$ cat config.mk
export PLATFORM = sky130hd
export DESIGN_NAME = dma_strobe_decoder
export DESIGN_NICKNAME = d
export VERILOG_FILES = /design/src/rtl/dsd_pkg.sv /design/src/rtl/dsd_sync.sv /design/src/rtl/dsd_decode.sv /design/src/rtl/dsd_req.sv /design/src/rtl/dma_strobe_decoder.sv
export SDC_FILE = /design/constraint.sdc
export NUM_CORES = 1
export LEC_CHECK = 0
export BUFFER_PORTS_ARGS = -buffer_cell sky130_fd_sc_hd__buf_2
export CAP_MARGIN = 20
export CORE_AREA = 10 10 47 49
export DETAILED_ROUTE_END_ITERATION = 8
export DIE_AREA = 0 0 57 59
export GPL_TIMING_DRIVEN = 0
export PLACE_DENSITY_LB_ADDON = 0.12
export SYNTH_ARGS = -nofsm -noshare
export SYNTH_HDL_FRONTEND = slang
export SYNTH_SLANG_ARGS = --single-unit
$ cat constraint.sdc
create_clock -name clk -period 2.77 [get_ports clk]
set_input_delay 0.4155 -clock clk [delete_from_list [all_inputs] [get_ports clk]]
set_output_delay 0.4155 -clock clk [all_outputs]
set_load 0.1 [all_outputs]
$ cat src/rtl/dsd_pkg.sv
package dsd_pkg;

  typedef enum logic {
    BUS_SPLIT = 1'b0,
    BUS_DIRDS = 1'b1
  } bus_mode_e;

  // Synchronized strobe bundle, order {ack_n, rd_n, wr_n, dir_rd, ds_n}
  localparam int STB_W = 5;
  localparam logic [STB_W-1:0] STB_IDLE = 5'b11111;

  function automatic logic is_rd_access(bus_mode_e m, logic ack_n, logic rd_n,
                                        logic dir_rd, logic ds_n);
    if (m == BUS_SPLIT) return !ack_n && !rd_n;
    return !ack_n && !ds_n && dir_rd;
  endfunction

  function automatic logic is_wr_access(bus_mode_e m, logic ack_n, logic wr_n,
                                        logic dir_rd, logic ds_n);
    if (m == BUS_SPLIT) return !ack_n && !wr_n;
    return !ack_n && !ds_n && !dir_rd;
  endfunction

endpackage

$ cat src/rtl/dsd_sync.sv
module dsd_sync #(
  parameter int W = 1,
  parameter int STAGES = 2,
  parameter logic [W-1:0] RST_VAL = '0
) (
  input  logic         clk,
  input  logic         rst_n,
  input  logic [W-1:0] d,
  output logic [W-1:0] q
);
  localparam int NS = (STAGES < 2) ? 2 : STAGES;

  logic [NS-1:0][W-1:0] chain;

  always_ff @(posedge clk or negedge rst_n) begin
    if (!rst_n) chain <= {NS{RST_VAL}};
    else        chain <= {chain[NS-2:0], d};
  end

  assign q = chain[NS-1];
endmodule

$ cat src/rtl/dsd_decode.sv
module dsd_decode
  import dsd_pkg::*;
(
  input  logic             clk,
  input  logic             rst_n,
  input  bus_mode_e        mode,
  input  logic [STB_W-1:0] stb,
  output logic             rd_start,
  output logic             rd_end,
  output logic             wr_start,
  output logic             wr_end,
  output logic             rd_pulse,
  output logic             wr_pulse
);
  logic ack_n, rd_n, wr_n, dir_rd, ds_n;
  logic rd_act, wr_act, rd_prev, wr_prev;

  assign {ack_n, rd_n, wr_n, dir_rd, ds_n} = stb;
  assign rd_act = is_rd_access(mode, ack_n, rd_n, dir_rd, ds_n);
  assign wr_act = is_wr_access(mode, ack_n, wr_n, dir_rd, ds_n);

  assign rd_start = rd_act && !rd_prev;
  assign rd_end   = !rd_act && rd_prev;
  assign wr_start = wr_act && !wr_prev;
  assign wr_end   = !wr_act && wr_prev;

  always_ff @(posedge clk or negedge rst_n) begin
    if (!rst_n) begin
      rd_prev  <= 1'b0;
      wr_prev  <= 1'b0;
      rd_pulse <= 1'b0;
      wr_pulse <= 1'b0;
    end else begin
      rd_prev  <= rd_act;
      wr_prev  <= wr_act;
      rd_pulse <= rd_start;
      wr_pulse <= wr_start;
    end
  end

  // one pulse per access
  a_r5_rd_single: assert property (@(posedge clk) disable iff (!rst_n)
    rd_pulse |=> !rd_pulse);
  a_r5_wr_single: assert property (@(posedge clk) disable iff (!rst_n)
    wr_pulse |=> !wr_pulse);
endmodule

$ cat src/rtl/dsd_req.sv
module dsd_req #(
  parameter int CNT_W = 4
) (
  input  logic             clk,
  input  logic             rst_n,
  input  logic             edge_mode,
  input  logic             acc_start,
  input  logic             acc_end,
  input  logic             ready,
  input  logic [CNT_W-1:0] left,
  output logic             hold,
  output logic             dreq
);
  function automatic logic count_live(logic [CNT_W-1:0] c);
    return |c;
  endfunction

  always_ff @(posedge clk or negedge rst_n) begin
    if (!rst_n)         hold <= 1'b0;
    else if (acc_start) hold <= 1'b1;
    else if (acc_end)   hold <= 1'b0;
  end

  assign dreq = ready && count_live(left) && !(edge_mode && hold);

  // never request without readiness and remaining count
  a_r7_req_needs_ready: assert property (@(posedge clk) disable iff (!rst_n)
    dreq |-> (ready && left != '0));
  // withdrawal only begins at an access start
  a_r9_hold_from_start: assert property (@(posedge clk) disable iff (!rst_n)
    $rose(hold) |-> $past(acc_start));
endmodule

$ cat src/rtl/dma_strobe_decoder.sv
module dma_strobe_decoder
  import dsd_pkg::*;
#(
  parameter int CNT_W = 4,
  parameter int SYNC_STAGES = 2
) (
  input  logic             clk,
  input  logic             rst_n,
  input  logic             bus_mode,
  input  logic             edge_req_en,
  input  logic             chan_ack_n,
  input  logic             rd_strobe_n,
  input  logic             wr_strobe_n,
  input  logic             dir_is_read,
  input  logic             data_strobe_n,
  input  logic             tx_space,
  input  logic             rx_avail,
  input  logic [CNT_W-1:0] tx_left,
  input  logic [CNT_W-1:0] rx_left,
  output logic             mbox_rd,
  output logic             mbox_wr,
  output logic             xfer_req_tx,
  output logic             xfer_req_rx
);
  localparam int NDIR = 2;  // index 0 = transmit (writes), 1 = receive (reads)

  logic [STB_W-1:0] stb_sync;
  logic rd_start, rd_end, wr_start, wr_end;
  logic [NDIR-1:0] dir_start, dir_end, dir_ready, dir_hold, dir_req;
  logic [NDIR-1:0][CNT_W-1:0] dir_left;

  dsd_sync #(.W(STB_W), .STAGES(SYNC_STAGES), .RST_VAL(STB_IDLE)) u_sync (
    .clk(clk), .rst_n(rst_n),
    .d({chan_ack_n, rd_strobe_n, wr_strobe_n, dir_is_read, data_strobe_n}),
    .q(stb_sync)
  );

  dsd_decode u_dec (
    .clk(clk), .rst_n(rst_n), .mode(bus_mode_e'(bus_mode)), .stb(stb_sync),
    .rd_start(rd_start), .rd_end(rd_end), .wr_start(wr_start), .wr_end(wr_end),
    .rd_pulse(mbox_rd), .wr_pulse(mbox_wr)
  );

  assign dir_start = {rd_start, wr_start};
  assign dir_end   = {rd_end, wr_end};
  assign dir_ready = {rx_avail, tx_space};
  assign dir_left  = {rx_left, tx_left};

  for (genvar g = 0; g < NDIR; g++) begin : g_dir
    dsd_req #(.CNT_W(CNT_W)) u_req (
      .clk(clk), .rst_n(rst_n), .edge_mode(edge_req_en),
      .acc_start(dir_start[g]), .acc_end(dir_end[g]),
      .ready(dir_ready[g]), .left(dir_left[g]),
      .hold(dir_hold[g]), .dreq(dir_req[g])
    );
  end

  assign xfer_req_tx = dir_req[0];
  assign xfer_req_rx = dir_req[1];

  // the write pulse coincides with the transmit withdrawal
  a_r9_tx_withdrawn: assert property (@(posedge clk) disable iff (!rst_n)
    (edge_req_en && mbox_wr) |-> !xfer_req_tx);
  // the read pulse coincides with the receive withdrawal
  a_r10_rx_withdrawn: assert property (@(posedge clk) disable iff (!rst_n)
    (edge_req_en && mbox_rd) |-> !xfer_req_rx);
  // the two pulses come from exclusive decodes in strobe mode
  a_r6_dirds_exclusive: assert property (@(posedge clk) disable iff (!rst_n)
    bus_mode |-> !(mbox_rd && mbox_wr));
endmodule

==> flow_summary.yaml, run 1 <==
global_routing:
  grt_pass1_vias: 404
  antenna_found_initial: 0
  gr-usage-all-layers_pct: 6.26
  grt_overflow_total: 0
  grt_pass1_wl_mm: 1.62
  grt_max_degree: 17
routing:
  num_vias: 376
  wl_per_cell_um: 12.8
  drt_iter0_markers: 1
  viasPerCell: 4.88
  drc: 0
  wl_um: 988
  ant_nets: 0
  firstDrtPassIters: 2
timing:
  finalCriticalPeriod_ps: 1900
  hold_viol_final: 0
  skew_ps: 0.765
  maxSlewViolCount: 0
  rsz0062_at_grt: "no"
  worst_pin_slew_ps: 490
  max_freq_mhz: 527
  finalSetupViolCount: 0
  fin_setup_tns_ps: 0
  fin_crit_sh_pct: 68.6
  relSlewSlack_pct: 67.6
setup_path:
  reg2regPathDepth: 4
  cp-endpoint: "xfer_req_tx"
  endpoint_kind: "output port"
  path_cells: "buf_2 -> or4_1 -> and3_1 -> buf_2"
  rr_startpoint: "u_sync.q[4]"
  worstPathMaxFanout: 1
  path_class: "in2out"
  cp-start-kind: "primary input"
  slowest_stage: "or4_1"
  worst_ep_required_time_ps: 2350
  crit_path_start: "tx_left[1]"
  timing.rr.end: "g_dir[0].u_req.hold"
  r2r_setup_slack_ps: 1260
  worstPathArrival_ps: 1480
  crit_top_cell: "buf_2"
  slowest_delay_ps: 510
pwr:
  switching_share_pct: 25.7
  finalPower_uw: 480
  comb_power_share_pct: 15.0
  p_int_uw: 357
  p_clk_share_pct: 30.8
  p_seq_share_pct: 54.2
  powerDensity_mw_per_mm2: 666
  ir_drop_mv: 0.267
  p_switching_uw: 123
  leakage_nw: 0.348
die:
  dieWidth_um: 57
  start_util_pct: 39.6
  coreArea_mm2: 0.00140
  die_h_um: 59
  num_rows: 14
  io_pins: 23
  die_area_mm2: 0.00336
synthesis:
  netlist.area_leader.share_pct: 47.4
  yosysMostFrequentCell: "dfstp_2"
  synth-seq-cells: 16
  synth_common_cells: "dfstp_2, dfrtp_1"
  seq_area_frac_synth_pct: 74.5
  synth_flop_cell: "dfstp_2"
  synth_fp_nets: 56
  syn_area_per_cell_um2: 15.8
  synth_edf_count: 0
  netlist_instances: 35
  synth_top_cell_by_area: "dfstp_2"
  ys_types: 12
  netlist_area_um2: 554
  synthArstFlopShare_pct: 100
  synth_area_leaders: "dfstp_2, dfrtp_1, ha_1, mux2_2, o32ai_1"
  yosysWarnings: 0
clocking:
  cts_setup_buffers: 0
  cts_tree: "done"
  cts.repair.resized: 0
  root_buffer: "clkbuf_4"
  clock-sinks: 16
  hold_buffers: 0
  cts_buffers: 3
  cts_htree_levels: 1
  cts.clk_slew.worst_paths_ps: 90
  cts_buffer_depth: 2
  worstSkewPairLatency_ps: 280
placed_design:
  gp_congestion: 0.623
  post-dp-hpwl_um: 810
  portBuffers: 22
min_path:
  hp-class: "in2async"
run_status:
  outcome: "finished clean"
cells_and_area:
  syn2layout_area_growth_pct: 30.0
  fillers: 138
  layout-drive-gt1-share_pct: 62.3
  antenna_cells: 0
  final_nets: 83
job:
  max-cap-violations: 0
## kinds of logic after synthesis
| logic type | share of synthesized area [%] |
|---|---|
| buffers and inverters | 1.35 |
| DFF | 74.5 |
| and+or+nand+nor | 9.71 |
| adders and majority gates | 4.51 |
| AOI/OAI and AO/OA | 5.87 |
| muxes | 4.06 |
## power by group through the flow
stage	registers [mW]	clock network (mW)	logic [mW]
finish	0.261	0.148	0.0719
global route	0.263	0.167	0.0777
CTS	0.261	0.157	0.0732
detailed placement	0.265	0	0.0731
global placement	0.264	0	0.0725
floorplan	0.276	0	0.0372
## area by class of cell
| type | count | area (µm²) | area share (%) |
|---|---|---|---|
| Timing Repair Buffer | 22 | 110 | 15.3 |
| Clock buffer | 4 | 36.3 | 5.03 |
| Sequential cell | 16 | 413 | 57.3 |
| Multi-Input combinational cell | 17 | 134 | 18.6 |
| Inverter | 2 | 7.51 | 1.04 |
| Tap cell | 16 | 20.0 | 2.78 |
## metrics by stage
stage,setup slack [ps],util (%),hold slack (ps),cells,area (µm²)
2_1_floorplan,936,-,120,35,554
3_3_place_gp,897,48.8,339,73,684
3_5_place_dp,872,48.8,338,73,684
4_1_cts,872,51.4,20.0,77,721
5_1_grt,839,51.4,24.1,77,721
6_report,871,51.4,24.4,77,721
## state kept, by name, summed over array words and instances, names as in the netlist
| signal | flops |
|---|---|
| u_sync.chain | 5 |
| u_sync.q | 5 |
| g_dir.u_req.hold | 2 |
| u_dec.rd_prev | 1 |
| u_dec.rd_pulse | 1 |
| u_dec.wr_prev | 1 |
| u_dec.wr_pulse | 1 |
## layer usage
layer  routed length [µm]  global-route usage (%)  up-vias
met5                    0                       0        -
li1                     -                       -      176
met4                    0                    5.03        0
met1                  388                    5.76      178
met3                  168                    5.15        0
met2                  432                    8.84       22
## worst max-delay path, delay by kind of cell
family	cells	cell delay (ps)
simple gates	2	680
buf+inv	2	380
## cell usage in the layout (no fill, tap or decap), drive strengths merged
cell type and instances:
and3 2, dfstp 10, dfrtp 6, o31ai 2, nand2 2, ha 2, or4 2, nand2b 2
clkbuf 4, inv 2, buf 22, o32ai 2, or3 1, mux2 2
## how the worst min path moves through the flow
stage          slack [ps]                  end  cells after the start
3_5_place_dp          340       u_dec.wr_pulse                      1
2_1_floorplan         120  g_dir[0].u_req.hold                      0
5_1_grt                20        u_dec.wr_prev                      1
4_1_cts                20       u_dec.wr_pulse                      1
3_3_place_gp          340  g_dir[1].u_req.hold                      1
6_report               20        u_dec.wr_prev                      1
(Power assumes the default switching activity.)
==> run 2: changes to the inputs <==
==> constraint.sdc (replaced) <==
create_clock -name clk -period 1.9 [get_ports clk]
set_input_delay 0.285 -clock clk [delete_from_list [all_inputs] [get_ports clk]]
set_output_delay 0.285 -clock clk [all_outputs]
set_load 0.1 [all_outputs]
==> flow_summary.yaml, run 2 (same netlist as run 1, synthesis figures left out) <==
run_status:
  outcome: "finished clean"
clocking:
  root_buffer: "clkbuf_4"
  cts.repair.resized: 0
  cts_htree_levels: 1
  cts_tree: "done"
  cts_buffer_depth: 2
  cts.clk_slew.worst_paths_ps: 90
  cts_buffers: 3
  clock-sinks: 16
  worstSkewPairLatency_ps: 280
pwr:
  finalPower_uw: 702
  leakage_nw: 0.352
  ir_drop_mv: 0.390
  p_seq_share_pct: 54.1
  p_clk_share_pct: 30.7
  switching_share_pct: 25.6
  p_int_uw: 522
  p_switching_uw: 180
  powerDensity_mw_per_mm2: 960
  comb_power_share_pct: 15.2
cells_and_area:
  antenna_cells: 0
  layout_common_cells: "buf_2, dfstp_2, dfrtp_1"
  multi_input_area_um2: 134
  final_nets: 84
  postLayoutCoreUtil_pct: 52.1
  syn2layout_area_growth_pct: 31.8
  layout-drive-gt1-share_pct: 61.3
  final_cell_area_um2: 731
  seq_area_um2: 413
  final_common_cell: "buf_2"
  fillers: 137
die:
  num_rows: 14
  coreArea_mm2: 0.00140
  dieWidth_um: 57
  start_util_pct: 39.6
  die_area_mm2: 0.00336
  io_pins: 23
  die_h_um: 59
timing:
  skew_ps: 0.765
  finalCriticalPeriod_ps: 1640
  maxSlewViolCount: 0
  finalSetupViolCount: 0
  fin_setup_tns_ps: 0
  hold_viol_final: 0
  fin_crit_sh_pct: 86.2
  max_freq_mhz: 610
  rsz0062_at_grt: "no"
  relSlewSlack_pct: 67.6
  worst_pin_slew_ps: 490
global_routing:
  antenna_found_initial: 0
  grt_max_degree: 17
  grt_overflow_total: 0
  grt_pass1_vias: 410
  grt_pass1_wl_mm: 1.64
  gr-usage-all-layers_pct: 6.34
setup_path:
  path_cells: "buf_2 -> or4_1 -> and3_1 -> buf_2"
  path_class: "in2out"
  crit_buf_inv: 2
  crit_top_cell: "buf_2"
  slowest_delay_ps: 510
  worstPathArrival_ps: 1350
  cp-start-kind: "primary input"
  endpoint_kind: "output port"
  crit_family: "simple AND/OR/NAND/NOR gates"
  worst_ep_required_time_ps: 1620
  worstPathMaxFanout: 1
  slowest_stage: "or4_1"
routing:
  ant_nets: 0
  drc: 0
  viasPerCell: 4.87
  num_vias: 380
  firstDrtPassIters: 2
  wl_per_cell_um: 12.9
  wl_mm: 1.01
  drt_iter0_markers: 1
placed_design:
  portBuffers: 22
  placed_cell_area_um2: 684
  gp_congestion: 0.623
  post-dp-hpwl_um: 810
min_path:
  hp-class: "in2reg"
job:
  max-cap-violations: 0
[run 2: changes by cell type in the layout (fill, tap and decap cells not counted), sizes merged]
cell and delta:
dlygate4sd3 +1
[run 2: per-stage QoR]
stage,worst slack (ps),hold WS (ps),std cells
after floorplan,327,-10.6,35
after global placement,288,209,73
after detailed placement,263,207,73
after CTS,263,77.6,78
after global routing,230,68.9,78
final,262,94.5,78
[run 2: per-layer routing]
metal,GRT usage [%],share of wire (%)
met5,0,0
met4,5.03,0
met3,5.36,17
met2,9.15,44
met1,5.64,38
[run 2: layout make-up]
| type | instances | area share [%] |
|---|---|---|
| flip-flops and latches | 16 | 56.5 |
| multi-input cells | 17 | 18.3 |
| repair buffers | 23 | 16.4 |
| clock buffers | 4 | 4.97 |
| well taps | 16 | 2.74 |
| inverters | 2 | 1.03 |
[run 2: power by group through the flow]
stage	registers [mW]	clock network, mW	logic, mW
CTS	0.380	0.229	0.108
global route	0.383	0.244	0.115
floorplan	0.402	0	0.0543
detailed placement	0.386	0	0.107
finish	0.380	0.215	0.106
global placement	0.385	0	0.106
[run 2: worst paths after layout]
kind,from,end,slack [ps],cells after the start
max in group asynchronous,rst_n,u_sync.chain[1],1160,2
setup reg to reg,u_sync.q[4],g_dir[0].u_req.hold,390,4
hold reg to reg,u_sync.chain[2],u_sync.q[2],360,0
hold / removal,wr_strobe_n,u_sync.chain[2],90,1
min in group asynchronous,rst_n,u_dec.wr_prev,440,2
setup / recovery,tx_left[1],xfer_req_tx,260,4
[run 2: what timing repair did]
item | in CTS | in global routing
setup buffers | 0 | 0
hold endpoints to repair | 6 | 0
hold buffers | 1 | 0
